## config.mk

```make
export PLATFORM = sky130hd
export DESIGN_NAME = baud_tick_gen
export DESIGN_NICKNAME = d
export VERILOG_FILES = /design/src/rtl/baud_tick_pkg.sv /design/src/rtl/baud_prescaler.sv /design/src/rtl/baud_divider.sv /design/src/rtl/baud_os_gen.sv /design/src/rtl/baud_tick_gen.sv
export SDC_FILE = /design/constraint.sdc
export NUM_CORES = 1
export LEC_CHECK = 0
export ABC_AREA = 1
export ABC_CLOCK_PERIOD_IN_PS = 5600
export CAP_MARGIN = 20
export CORE_MARGIN = 3
export CORE_UTILIZATION = 60
export DETAILED_ROUTE_END_ITERATION = 12
export PLACE_DENSITY = 0.76
export SYNTH_ARGS = -nofsm -noshare
export SYNTH_HDL_FRONTEND = slang
export SYNTH_SLANG_ARGS = --single-unit
export TNS_END_PERCENT = 100
```

## constraint.sdc

```tcl
create_clock -name clk_i -period 5.6 [get_ports clk_i]
set_input_delay 0.84 -clock clk_i [delete_from_list [all_inputs] [get_ports clk_i]]
set_output_delay 0.84 -clock clk_i [all_outputs]
set_load 0.05 [all_outputs]
```

## src/rtl/baud_tick_pkg.sv

```systemverilog
package baud_tick_pkg;
  localparam int unsigned CFG_W    = 32;
  localparam int unsigned DIV_W    = 23;
  localparam int unsigned USE_BIT  = 23;
  localparam int unsigned XTAL_BIT = 24;
  localparam int unsigned HALF_BIT = 27;

  typedef struct packed {
    logic             use_en;
    logic             xtal_sel;
    logic             xtal_half;
    logic [DIV_W-1:0] div;
  } cfg_t;

  function automatic cfg_t decode_cfg(input logic [CFG_W-1:0] w);
    cfg_t c;
    c.use_en    = w[USE_BIT];
    c.xtal_sel  = w[XTAL_BIT];
    c.xtal_half = w[HALF_BIT];
    c.div       = w[DIV_W-1:0];
    return c;
  endfunction
endpackage

```

## src/rtl/baud_prescaler.sv

```systemverilog
module baud_prescaler #(
  parameter int unsigned FAST_DIV = 4,
  parameter int unsigned XTAL_DIV = 3,
  parameter int unsigned HALF_DIV = 2
) (
  input  logic clk_i,
  input  logic rst_ni,
  input  logic clr_i,
  input  logic run_i,
  input  logic xtal_sel_i,
  input  logic xtal_half_i,
  input  logic xtal_tick_i,
  output logic pre_tick_o
);
  localparam int unsigned MAX_DIV = (FAST_DIV > XTAL_DIV) ?
      ((FAST_DIV > HALF_DIV) ? FAST_DIV : HALF_DIV) :
      ((XTAL_DIV > HALF_DIV) ? XTAL_DIV : HALF_DIV);
  localparam int unsigned PW = (MAX_DIV > 2) ? $clog2(MAX_DIV) : 1;
  localparam logic [PW-1:0] LIM_FAST = PW'(FAST_DIV - 1);
  localparam logic [PW-1:0] LIM_XTAL = PW'(XTAL_DIV - 1);
  localparam logic [PW-1:0] LIM_HALF = PW'(HALF_DIV - 1);

  logic [PW-1:0] cnt_q;
  logic [PW-1:0] limit;
  logic          src_en;

  always_comb begin
    if (xtal_sel_i) begin
      limit  = xtal_half_i ? LIM_HALF : LIM_XTAL;
      src_en = xtal_tick_i;
    end else begin
      limit  = LIM_FAST;
      src_en = 1'b1;
    end
  end

  assign pre_tick_o = run_i && !clr_i && src_en && (cnt_q == limit);

  always_ff @(posedge clk_i or negedge rst_ni) begin
    if (!rst_ni)                cnt_q <= '0;
    else if (clr_i || !run_i)   cnt_q <= '0;
    else if (src_en)            cnt_q <= pre_tick_o ? '0 : cnt_q + 1'b1;
  end

  // phase never passes the selected prescale
  p_pre_range_r4: assert property (@(posedge clk_i) disable iff (!rst_ni)
    cnt_q <= limit);
endmodule

```

## src/rtl/baud_divider.sv

```systemverilog
module baud_divider #(
  parameter int unsigned DW = 23
) (
  input  logic          clk_i,
  input  logic          rst_ni,
  input  logic          clr_i,
  input  logic          run_i,
  input  logic          pre_tick_i,
  input  logic [DW-1:0] div_i,
  output logic          wrap_o
);
  logic [DW-1:0] cnt_q;

  assign wrap_o = pre_tick_i && (cnt_q == div_i);

  always_ff @(posedge clk_i or negedge rst_ni) begin
    if (!rst_ni)              cnt_q <= '0;
    else if (clr_i || !run_i) cnt_q <= '0;
    else if (pre_tick_i)      cnt_q <= wrap_o ? '0 : cnt_q + 1'b1;
  end

  // count stays within the programmed period
  p_div_range_r5: assert property (@(posedge clk_i) disable iff (!rst_ni)
    cnt_q <= div_i);
endmodule

```

## src/rtl/baud_os_gen.sv

```systemverilog
module baud_os_gen #(
  parameter int unsigned DW      = 23,
  parameter int unsigned OS_LOG2 = 4
) (
  input  logic          clk_i,
  input  logic          rst_ni,
  input  logic          clr_i,
  input  logic          run_i,
  input  logic          pre_tick_i,
  input  logic [DW-1:0] div_i,
  output logic          os_o
);
  localparam int unsigned AW = DW + 2;
  localparam logic [AW-1:0] OS_N = AW'(1 << OS_LOG2);

  logic [AW-1:0] acc_q;
  logic [AW-1:0] period;
  logic [AW-1:0] sum;
  logic          short_per;
  logic          hit;

  assign period    = {2'b00, div_i} + 1'b1;
  assign short_per = period < OS_N;
  assign sum       = acc_q + OS_N;
  assign hit       = sum >= period;
  assign os_o      = pre_tick_i && (short_per || hit);

  // Bresenham accumulator: 16 hits per period, spread evenly
  always_ff @(posedge clk_i or negedge rst_ni) begin
    if (!rst_ni)                       acc_q <= '0;
    else if (clr_i || !run_i)          acc_q <= '0;
    else if (pre_tick_i && !short_per) acc_q <= hit ? sum - period : sum;
  end

  // residue always below the period
  p_acc_range_r7: assert property (@(posedge clk_i) disable iff (!rst_ni)
    !short_per |-> acc_q < period);
endmodule

```

## src/rtl/baud_tick_gen.sv

```systemverilog
module baud_tick_gen
  import baud_tick_pkg::*;
#(
  parameter int unsigned FAST_DIV = 4,
  parameter int unsigned XTAL_DIV = 3,
  parameter int unsigned HALF_DIV = 2,
  parameter int unsigned OS_LOG2  = 4
) (
  input  logic             clk_i,
  input  logic             rst_ni,
  input  logic             xtal_tick_i,
  input  logic             cfg_wr_i,
  input  logic [CFG_W-1:0] cfg_i,
  output logic             bit_tick_o,
  output logic             os_tick_o
);
  cfg_t cfg_q;
  logic pre_tick;
  logic wrap;
  logic os_hit;
  logic bit_q;
  logic os_q;

  always_ff @(posedge clk_i or negedge rst_ni) begin
    if (!rst_ni)       cfg_q <= '0;
    else if (cfg_wr_i) cfg_q <= decode_cfg(cfg_i);
  end

  baud_prescaler #(
    .FAST_DIV(FAST_DIV), .XTAL_DIV(XTAL_DIV), .HALF_DIV(HALF_DIV)
  ) u_pre (
    .clk_i      (clk_i),
    .rst_ni     (rst_ni),
    .clr_i      (cfg_wr_i),
    .run_i      (cfg_q.use_en),
    .xtal_sel_i (cfg_q.xtal_sel),
    .xtal_half_i(cfg_q.xtal_half),
    .xtal_tick_i(xtal_tick_i),
    .pre_tick_o (pre_tick)
  );

  baud_divider #(.DW(DIV_W)) u_div (
    .clk_i     (clk_i),
    .rst_ni    (rst_ni),
    .clr_i     (cfg_wr_i),
    .run_i     (cfg_q.use_en),
    .pre_tick_i(pre_tick),
    .div_i     (cfg_q.div),
    .wrap_o    (wrap)
  );

  baud_os_gen #(.DW(DIV_W), .OS_LOG2(OS_LOG2)) u_os (
    .clk_i     (clk_i),
    .rst_ni    (rst_ni),
    .clr_i     (cfg_wr_i),
    .run_i     (cfg_q.use_en),
    .pre_tick_i(pre_tick),
    .div_i     (cfg_q.div),
    .os_o      (os_hit)
  );

  always_ff @(posedge clk_i or negedge rst_ni) begin
    if (!rst_ni) begin
      bit_q <= 1'b0;
      os_q  <= 1'b0;
    end else begin
      bit_q <= wrap;
      os_q  <= os_hit;
    end
  end

  assign bit_tick_o = bit_q;
  assign os_tick_o  = os_q;

  p_idle_r2: assert property (@(posedge clk_i) disable iff (!rst_ni)
    !cfg_q.use_en |=> !bit_tick_o && !os_tick_o);
  p_restart_r6: assert property (@(posedge clk_i) disable iff (!rst_ni)
    cfg_wr_i |=> !bit_tick_o && !os_tick_o);
  p_bit_os_r7: assert property (@(posedge clk_i) disable iff (!rst_ni)
    bit_tick_o |-> os_tick_o);
  p_bit_single_r9: assert property (@(posedge clk_i) disable iff (!rst_ni)
    bit_tick_o |=> !bit_tick_o);
  p_os_single_r9: assert property (@(posedge clk_i) disable iff (!rst_ni)
    os_tick_o |=> !os_tick_o);
endmodule

```

==> impl_metrics.ini, run 1 <==
[worst_setup_path]
cpPeakStageDelay_ps = 540
arrival_ps = 4420
cpMaxStageDelayCell = dfrtp_1
reg2reg_depth = 20
r2r_slack_ps = 1420
path_buf_inv = 2
worstSetupStartpointType = flop
cp-end-kind = flop
reg2reg_to = u_os.acc_q[18]
r2r-start = u_os.acc_q[4]
cp_data_required_time_ps = 5840
crit_family = simple AND/OR/NAND/NOR gates
crit_fanout = 29
path_common_cell = nand2_1
crit_type = flop to flop
path_cells = ha_1, nand2_2, nor2_4, nand3_1, nor2_1, xnor2_1, inv_1, ha_1, nand2_1, nor2_1, nand2_1, nor2_1, a21oi_1, o211ai_2, nor2_4, nand2_2, inv_2, nand2_1, nand3_2, nand2_1

[route]
first_iter_violations = 456
vias = 6657
ant_nets = 0
wire_per_inst_um = 15.0
first_pass_iters = 6
routed_via_density = 5.58
wl_um = 17900
drc = 0

[clock_network]
tritoncts = yes
cts_buffers = 9
cts_hold_buf = 0
clkSlewWorstSetupHoldPaths_ps = 60
root_buffer = clkbuf_16
max-clock-path-buffers = 2
worst_skew_pair.late_latency_ps = 350
cts_setup_buffers = 0
cts.sinks = 78
cts-htree-levels = 3
cts_resized = 0

[die]
die_h_um = 113
start_util_pct = 62.4
core_um2 = 11000
dieArea_um2 = 12800
dieWidth_um = 113
num_io_pins = 38
row_count = 38

[synth]
syn_area_um2 = 6880
synth-seq-area-share_pct = 28.4
synth_compound_area_share_pct = 10.1
ys.flop_type = dfrtp_1
synthAdderAreaFrac_pct = 5.20
muxShareOfSynthArea_pct = 0.146
synth_top_family_by_area = simple AND/OR/NAND/NOR gates
synth-xor-area-share_pct = 8.24
synthTopCellsByArea = dfrtp_1, nand2_1, inv_1, nand3_1, ha_1
synth_top_area_share_pct = 28.4
syn_nets = 1089
ys_ff_latch = 78
ys_async_sr_fraction_pct = 100
synth-edff-count = 0
synth_cell_type_count = 47
ys_warn_count = 0
syn_inst = 1025
synth_area_per_cell_um2 = 6.71
synth_top_cell_by_area = dfrtp_1
synth-simple-area-share_pct = 38.9

[timing]
finClkSkew_ps = 5.63
hold_viol_final = 0
fmax_ghz = 0.239
worstMarginPinSlew_ps = 1010
min_period_ps = 4180
fin_crit_sh_pct = 74.6
slew_headroom_pct = 32.6
rsz0062_at_grt = false
slew_viol_final = 0
finalSetupTns_ps = 0
setup_viol = 0

[cells_and_area]
fin_util_pct = 68.1
insertedDiodeCount = 0
fin_nets = 1113
fillers = 1023
area_growth_pct = 9.20
drive_gt1_share_pct = 7.12

[run]
max_cap_viol_count = 0

[place]
io_buffers = 31
gp_congestion = 0.960
dp_hpwl_um = 14100

[worst_hold_path]
min_path_cells = 1
hold_end = u_pre.cnt_q[0]
hold_class = flop to flop
min-delay-start = u_pre.cnt_q[0]

[grt]
antenna_found_initial = 0
grt_max_degree = 79
grt.total_usage_pct = 29.6
grt_pass1_vias = 6465
gr-total-overflow = 0
grt_pass1_wl_um = 30300

[status]
status = finished, final reports clean

[power]
power_density_nw_per_um2 = 195
vdd_drop_max_mv = 0.178
p_leak_nw = 3.64
[power by group]
group	switching, W	internal, W	total (W)	leakage, nW
clock	0.000249	0.000326	0.000575	0.139
sequential	0.0000261	0.000582	0.000608	1.04
combinational	0.000185	0.0000988	0.000284	2.46
[cell usage after synthesis, types with 14 or more instances]
cell type and count:
ha_1 27, nand2_1 307, nand4_1 36, nor3_1 27, dfrtp_1 78, xor2_1 34
nand3_1 69, a21oi_1 48, o21ai_0 51, nand3_2 14, inv_1 120, xnor2_1 27
nor2_1 89
[logic make-up (layout without fill, tap and decap cells)]
group | Yosys count | in the layout
and+or+nand+nor | 585 | 585
buffers and inverters | 144 | 173
AOI/OAI and AO/OA | 126 | 126
xor gates and xnor gates | 63 | 63
adders and majority gates | 28 | 28
DFF | 78 | 78
muxes | 1 | 1
[area by class of cell]
class	count	area, um2	area share, %
Tap cell	140	175	2.33
Timing Repair Buffer	33	323	4.30
Sequential cell	78	1950	26.0
Clock buffer	12	256	3.41
Multi-Input combinational cell	803	4310	57.3
Clock inverter	4	30.0	0.400
Inverter	124	470	6.26
[metal layers]
metal / GRT usage [%] / vias up / wire length, um
met5: 0 / - / 0
met4: 15.0 / 0 / 794
met3: 3.16 / 50 / 610
met2: 50.5 / 147 / 8560
met1: 37.1 / 3061 / 7970
li1: - / 3399 / -
[cell usage in the layout, fill, tap and decap left out, drive strengths merged, types with 30 or more instances in the layout]
cell and instances:
nand2 317, inv 125, nor2 105, nand3 84, dfrtp 78, o21ai 54, a21oi 48, nand4 36
xor2 36, clkdlybuf4s50 30
[metrics by stage]
step | instances | setup slack, ps | cell area (um2) | power (W) | hold WS (ps)
6_report | 1194 | 1420 | 7510 | 0.00147 | 519
5_1_grt | 1194 | 1020 | 7510 | 0.00154 | 561
4_1_cts | 1194 | 1430 | 7510 | 0.00147 | 521
3_5_place_dp | 1178 | 1470 | 7230 | 0.000899 | 506
3_3_place_gp | 1178 | 1520 | 7230 | 0.000896 | 488
2_1_floorplan | 1025 | 2580 | 6880 | 0.000810 | 469
[registers in the layout (all words and copies together), names as in the netlist]
name,flops
u_os.acc_q,25
u_pre.cnt_q,2
bit_tick_o,1
cfg_q,26
os_tick_o,1
u_div.cnt_q,23
[worst max path at each step]
stage,startpoint,endpoint,slack [ps],cells after the start
5_1_grt,u_os.acc_q[4],u_os.acc_q[11],1020,22
3_5_place_dp,cfg_wr_i,u_div.cnt_q[12],1470,14
6_report,u_os.acc_q[4],u_os.acc_q[18],1420,20
3_3_place_gp,u_os.acc_q[4],u_os.acc_q[18],1520,20
2_1_floorplan,u_os.acc_q[8],u_os.acc_q[5],2580,23
4_1_cts,u_os.acc_q[4],u_os.acc_q[18],1430,20
Note: power is estimated with default switching activity, not from simulation.
==> inputs of run 2 (changes only) <==
--- a/config.mk
+++ b/config.mk
@@ -6,7 +6,7 @@
 export NUM_CORES = 1
 export LEC_CHECK = 0
 export ABC_AREA = 1
-export ABC_CLOCK_PERIOD_IN_PS = 5600
+export ABC_CLOCK_PERIOD_IN_PS = 4140
 export CAP_MARGIN = 20
 export CORE_MARGIN = 3
 export CORE_UTILIZATION = 60
==> constraint.sdc (replaced) <==
create_clock -name clk_i -period 4.14 [get_ports clk_i]
set_input_delay 0.621 -clock clk_i [delete_from_list [all_inputs] [get_ports clk_i]]
set_output_delay 0.621 -clock clk_i [all_outputs]
set_load 0.05 [all_outputs]
==> run 2 against run 1 <==
Compared with the run above: via count decreased by 0.54%; routed wire length increased by 0.24%; final cell count increased by 0.25%; register-to-register slack got worse by 920 ps; total power increased by 34%; clock skew decreased by 1.2 ps; die area unchanged; maximum frequency increased by 15%; clock power increased by 31%; flip-flop and latch count unchanged; setup slack got worse by 920 ps; non-clock buffer count increased by 3.
==> impl_metrics.ini, run 2 (same netlist as run 1, synthesis figures left out) <==
[status]
status = finished, final reports clean

[cells_and_area]
insertedDiodeCount = 0
area_growth_pct = 9.57
drive_gt1_share_pct = 7.38
fin_util_pct = 68.3
largestRegisters = cfg_q x26, u_os.acc_q x25, u_div.cnt_q x23
fillers = 1028
fin_nets = 1116
largest_register = cfg_q
largest_reg_flops = 26
final_cell_mix = nand2_1, inv_1, nor2_1
layout_commonest_cell = nand2_1

[clock_network]
cts_hold_buf = 0
max-clock-path-buffers = 2
clkSlewWorstSetupHoldPaths_ps = 60
cts-htree-levels = 3
tritoncts = yes
worst_skew_pair.late_latency_ps = 350
root_buffer = clkbuf_16
cts.sinks = 78
cts_resized = 0
cts_buffers = 9
cts_setup_buffers = 0

[place]
io_buffers = 31
dp_slack_ps = 514
dp_hpwl_um = 14100
gp_congestion = 0.943

[grt]
grt_pass1_wl_um = 30300
grt.total_usage_pct = 29.3
gr-total-overflow = 0
antenna_found_initial = 0
grt_max_degree = 79
grt_pass1_vias = 6384

[timing]
hold_viol_final = 0
worstMarginPinSlew_ps = 1010
slew_headroom_pct = 31.9
fmax_ghz = 0.275
worst_slack_ps = 498
slew_viol_final = 0
min_period_ps = 3640
fin_crit_sh_pct = 88.0
setup_viol = 0
hold_ws_ps = 442
rsz0062_at_grt = false
finClkSkew_ps = 4.45
finalSetupTns_ps = 0

[worst_setup_path]
arrival_ps = 3880
cp_data_required_time_ps = 4380
worstSetupStartpointType = flop
cp-end-kind = flop
cp-endpoint = u_os.acc_q[18]
crit_type = flop to flop
r2r-start = u_os.acc_q[4]
reg2reg_to = u_os.acc_q[18]
r2r_slack_ps = 500
crit_fanout = 13
crit_start = u_os.acc_q[4]
reg2reg_depth = 21

[die]
die_h_um = 113
start_util_pct = 62.4
row_count = 38
core_um2 = 11000
dieWidth_um = 113
dieArea_um2 = 12800
num_io_pins = 38

[route]
ant_nets = 0
first_pass_iters = 6
drc = 0
vias = 6621
first_iter_violations = 386
wire_per_inst_um = 15.0
wl_um = 18000
routed_via_density = 5.53

[power]
p_leak_nw = 3.65
power_density_nw_per_um2 = 260
vdd_drop_max_mv = 0.256

[run]
max_cap_viol_count = 0

[worst_hold_path]
hold_class = input pin to async pin
==> run 2: changes by cell type in the layout (fill, tap and decap cells not counted), sizes merged <==
cell and change:
buf +3, clkbuf -1, clkinvlp +1
==> run 2: stage by stage <==
step | area (um2) | total power [W] | instances
2_1_floorplan | 6880 | 0.00110 | 1025
3_3_place_gp | 7260 | 0.00121 | 1181
3_5_place_dp | 7260 | 0.00122 | 1181
4_1_cts | 7540 | 0.00197 | 1197
5_1_grt | 7540 | 0.00204 | 1197
6_report | 7540 | 0.00196 | 1197
==> run 2: worst max-delay path, stage by stage, from the launching register on <==
cell and delay [ps]:
dfrtp_1 520, nand3_1 190, nor2_1 230, nand2_1 120, nor2_1 230, nand2_1 80
inv_1 80, nand2_1 60, xnor2_1 300, ha_1 340, nand2_1 90, nor2_1 50
nand2_1 80, nor2_1 60, a21oi_1 150, o211ai_2 150, nor2_4 160, nand2_2 150
inv_2 260, nand2_1 100, nand3_2 80, nand2_1 40
==> run 2: final cells by class <==
cell class	instances	area, um2	share of cell area [%]
Multi-Input combinational cell	803	4310	57.1
Inverter	124	470	6.24
Tap cell	140	175	2.32
Clock inverter	5	33.8	0.448
Timing Repair Buffer	36	358	4.75
Clock buffer	11	243	3.22
Sequential cell	78	1950	25.9
==> run 2: routing by layer <==
layer  vias up  global-route usage, %  routed length (um)
met2       186                   50.7                8700
met5         -                      0                   0
li1       3391                      -                   -
met3        40                   3.64                 881
met1      3004                   36.8                7770
met4         0                   12.6                 631
==> run 2: worst min-delay path by stage <==
stage / startpoint / to / cells past startpoint
2_1_floorplan: rst_ni / bit_tick_o / 0
3_3_place_gp: u_os.acc_q[0] / u_os.acc_q[0] / 2
3_5_place_dp: u_os.acc_q[0] / u_os.acc_q[0] / 2
4_1_cts: rst_ni / u_os.acc_q[5] / 1
5_1_grt: rst_ni / u_os.acc_q[5] / 1
6_report: rst_ni / u_os.acc_q[5] / 1
==> run 2: report_power, final <==
group	leakage [nW]	internal, W	total, W	switching [W]
clock network	0.132	0.000423	0.000754	0.000331
registers	1.04	0.000787	0.000823	0.0000362
logic	2.47	0.000134	0.000385	0.000250
==> inputs of run 3 (changes only) <==
--- a/config.mk
+++ b/config.mk
@@ -8,10 +8,12 @@
 export ABC_AREA = 1
 export ABC_CLOCK_PERIOD_IN_PS = 4140
 export CAP_MARGIN = 20
+export CELL_PAD_IN_SITES_DETAIL_PLACEMENT = 1
+export CELL_PAD_IN_SITES_GLOBAL_PLACEMENT = 1
 export CORE_MARGIN = 3
-export CORE_UTILIZATION = 60
+export CORE_UTILIZATION = 44
 export DETAILED_ROUTE_END_ITERATION = 12
-export PLACE_DENSITY = 0.76
+export PLACE_DENSITY_LB_ADDON = 0.05
 export SYNTH_ARGS = -nofsm -noshare
 export SYNTH_HDL_FRONTEND = slang
 export SYNTH_SLANG_ARGS = --single-unit
==> run 3 against run 2 <==
Compared with the run above: via count rose by 1.8%; clock power rose by 22%; sequential power barely moved; design area rose by 2.4%; sequential share of layout area fell by 0.60 points; hold slack got worse by 130 ps; final cell count rose by 6.3%; core utilization fell by 18 points; register-to-register slack got worse by 20 ps; largest cell class unchanged; highest routed layer unchanged.
==> impl_metrics.ini, run 3 (same netlist as run 1, synthesis figures left out) <==
[die]
dieWidth_um = 131
start_util_pct = 45.1
num_io_pins = 38
row_count = 45
dieArea_um2 = 17200
core_um2 = 15300
die_h_um = 131

[power]
vdd_drop_max_mv = 0.175
p_sw_w = 0.000671
p_comb_share_pct = 18.6
power_density_nw_per_um2 = 278
p_int_w = 0.00147
p_sw_share_pct = 31.3
p_leak_nw = 3.69
p_seq_share_pct = 38.4
clkPwrFrac_pct = 43.0

[worst_setup_path]
cpMaxStageDelayCell = dfrtp_1
path_common_cell = nand2_1
r2r-start = u_os.acc_q[6]
cpPeakStageDelay_ps = 450
crit_type = flop to flop
crit_family = simple AND/OR/NAND/NOR gates
path_buf_inv = 2
r2r_slack_ps = 480
reg2reg_to = u_os.acc_q[18]
path_cells = nand3_1, nor2_1, nand2_1, nor2_1, nand2_1, inv_1, nand2_1, xnor2_1, ha_1, nand2_1, nor2_1, nand2_1, nor2_1, a21oi_1, o211ai_2, nor2_4, nand2_2, inv_2, nand2_1, nand3_2, nand2_1
crit_fanout = 13
cp-end-kind = flop
arrival_ps = 3910
cp_data_required_time_ps = 4380
worstSetupStartpointType = flop
reg2reg_depth = 21

[grt]
grt.total_usage_pct = 26.8
grt_pass1_vias = 7046
grtUsageMet3_pct = 2.76
met2_usage_pct = 48.6
use_met1_pct = 32.4
gr-total-overflow = 0
grt_max_degree = 51
busiest_layer = met2
antenna_found_initial = 0
grt_pass1_wl_um = 35500

[route]
ant_nets = 0
wire_per_inst_um = 17.3
vias = 6739
routed_via_density = 5.30
drc = 0
wl_um = 22000
first_iter_violations = 233
first_pass_iters = 4

[timing]
finClkSkew_ps = 9.60
slew_headroom_pct = 35.3
slew_viol_final = 0
hold_viol_final = 0
fmax_ghz = 0.273
worstMarginPinSlew_ps = 961
fin_crit_sh_pct = 88.5
finalSetupTns_ps = 0
rsz0062_at_grt = false
min_period_ps = 3660
setup_viol = 0

[place]
dp_hpwl_um = 17600
place_area_um2 = 7380
placed_cells = 1256
gp_congestion = 0.897
io_buffers = 31

[cells_and_area]
largest_register = cfg_q
largest_reg_flops = 26
final_area_um2 = 7720
layout_commonest_cell = nand2_1
instances_no_fill = 1272
drive_gt1_share_pct = 7.92
insertedDiodeCount = 0
fillers = 2064
final_cell_mix = nand2_1, inv_1, nor2_1
largestRegisters = cfg_q x26, u_os.acc_q x25, u_div.cnt_q x23
area_growth_pct = 12.2
fin_nets = 1120

[clock_network]
cts_resized = 0
max-clock-path-buffers = 2
tritoncts = yes
cts_setup_buffers = 0
worst_skew_pair.late_latency_ps = 360
root_buffer = clkbuf_16
cts_buffers = 9
cts.sinks = 78
clkSlewWorstSetupHoldPaths_ps = 70
cts_hold_buf = 0
cts-htree-levels = 3

[status]
status = finished, final reports clean

[run]
max_cap_viol_count = 0

[worst_hold_path]
hold_class = input pin to async pin
run 3: cell types whose count changed in the layout (fill, tap and decap cells not counted):
cell / previous run / this run
nor3_1: 27 / 26
clkinv_2: 2 / 0
nor3_2: 0 / 1
inv_6: 2 / 3
clkbuf_1: 1 / 0
bufinv_16: 0 / 2
buf_4: 5 / 9
run 3: final cells by class:
class / count / area (um2) / area share (%)
inverter: 124 / 470 / 6.10
clock inverter: 6 / 92.6 / 1.20
sequential: 78 / 1950 / 25.3
multi-input combinational: 803 / 4310 / 55.9
tap: 211 / 264 / 3.42
timing repair buffer: 40 / 388 / 5.03
clock buffer: 10 / 239 / 3.10
run 3: power groups by stage:
stage	combinational [W]	clock (W)	sequential, W
after floorplan	0.000271	0	0.000825
after global placement	0.000390	0	0.000836
after detailed placement	0.000398	0	0.000837
after CTS	0.000401	0.000938	0.000822
after global routing	0.000452	0.000970	0.000827
final	0.000399	0.000922	0.000823
run 3: worst max path at each step:
stage / cells past startpoint / end / from / slack, ps
6_report: 21 / u_os.acc_q[18] / u_os.acc_q[6] / 480
5_1_grt: 22 / u_os.acc_q[23] / u_os.acc_q[6] / 60
4_1_cts: 21 / u_os.acc_q[18] / u_os.acc_q[8] / 380
3_5_place_dp: 21 / u_os.acc_q[21] / u_os.acc_q[8] / 400
3_3_place_gp: 21 / u_os.acc_q[18] / u_os.acc_q[8] / 480
2_1_floorplan: 23 / u_os.acc_q[5] / u_os.acc_q[8] / 1120
run 3: metrics by stage:
stage | setup WS, ps | util, % | hold WS, ps | power, W
after floorplan | 1120 | - | 325 | 0.00110
after global placement | 480 | 48.4 | 491 | 0.00123
after detailed placement | 402 | 48.4 | 506 | 0.00123
after CTS | 383 | 50.5 | 333 | 0.00216
after global routing | 57.0 | 50.6 | 339 | 0.00225
final | 478 | 50.6 | 308 | 0.00214
run 3: layer usage:
metal	part of all wire, %	vias up
li1	-	3391
met4	3.1	0
met5	0	-
met2	50	79
met1	44	3233
met3	1.9	36
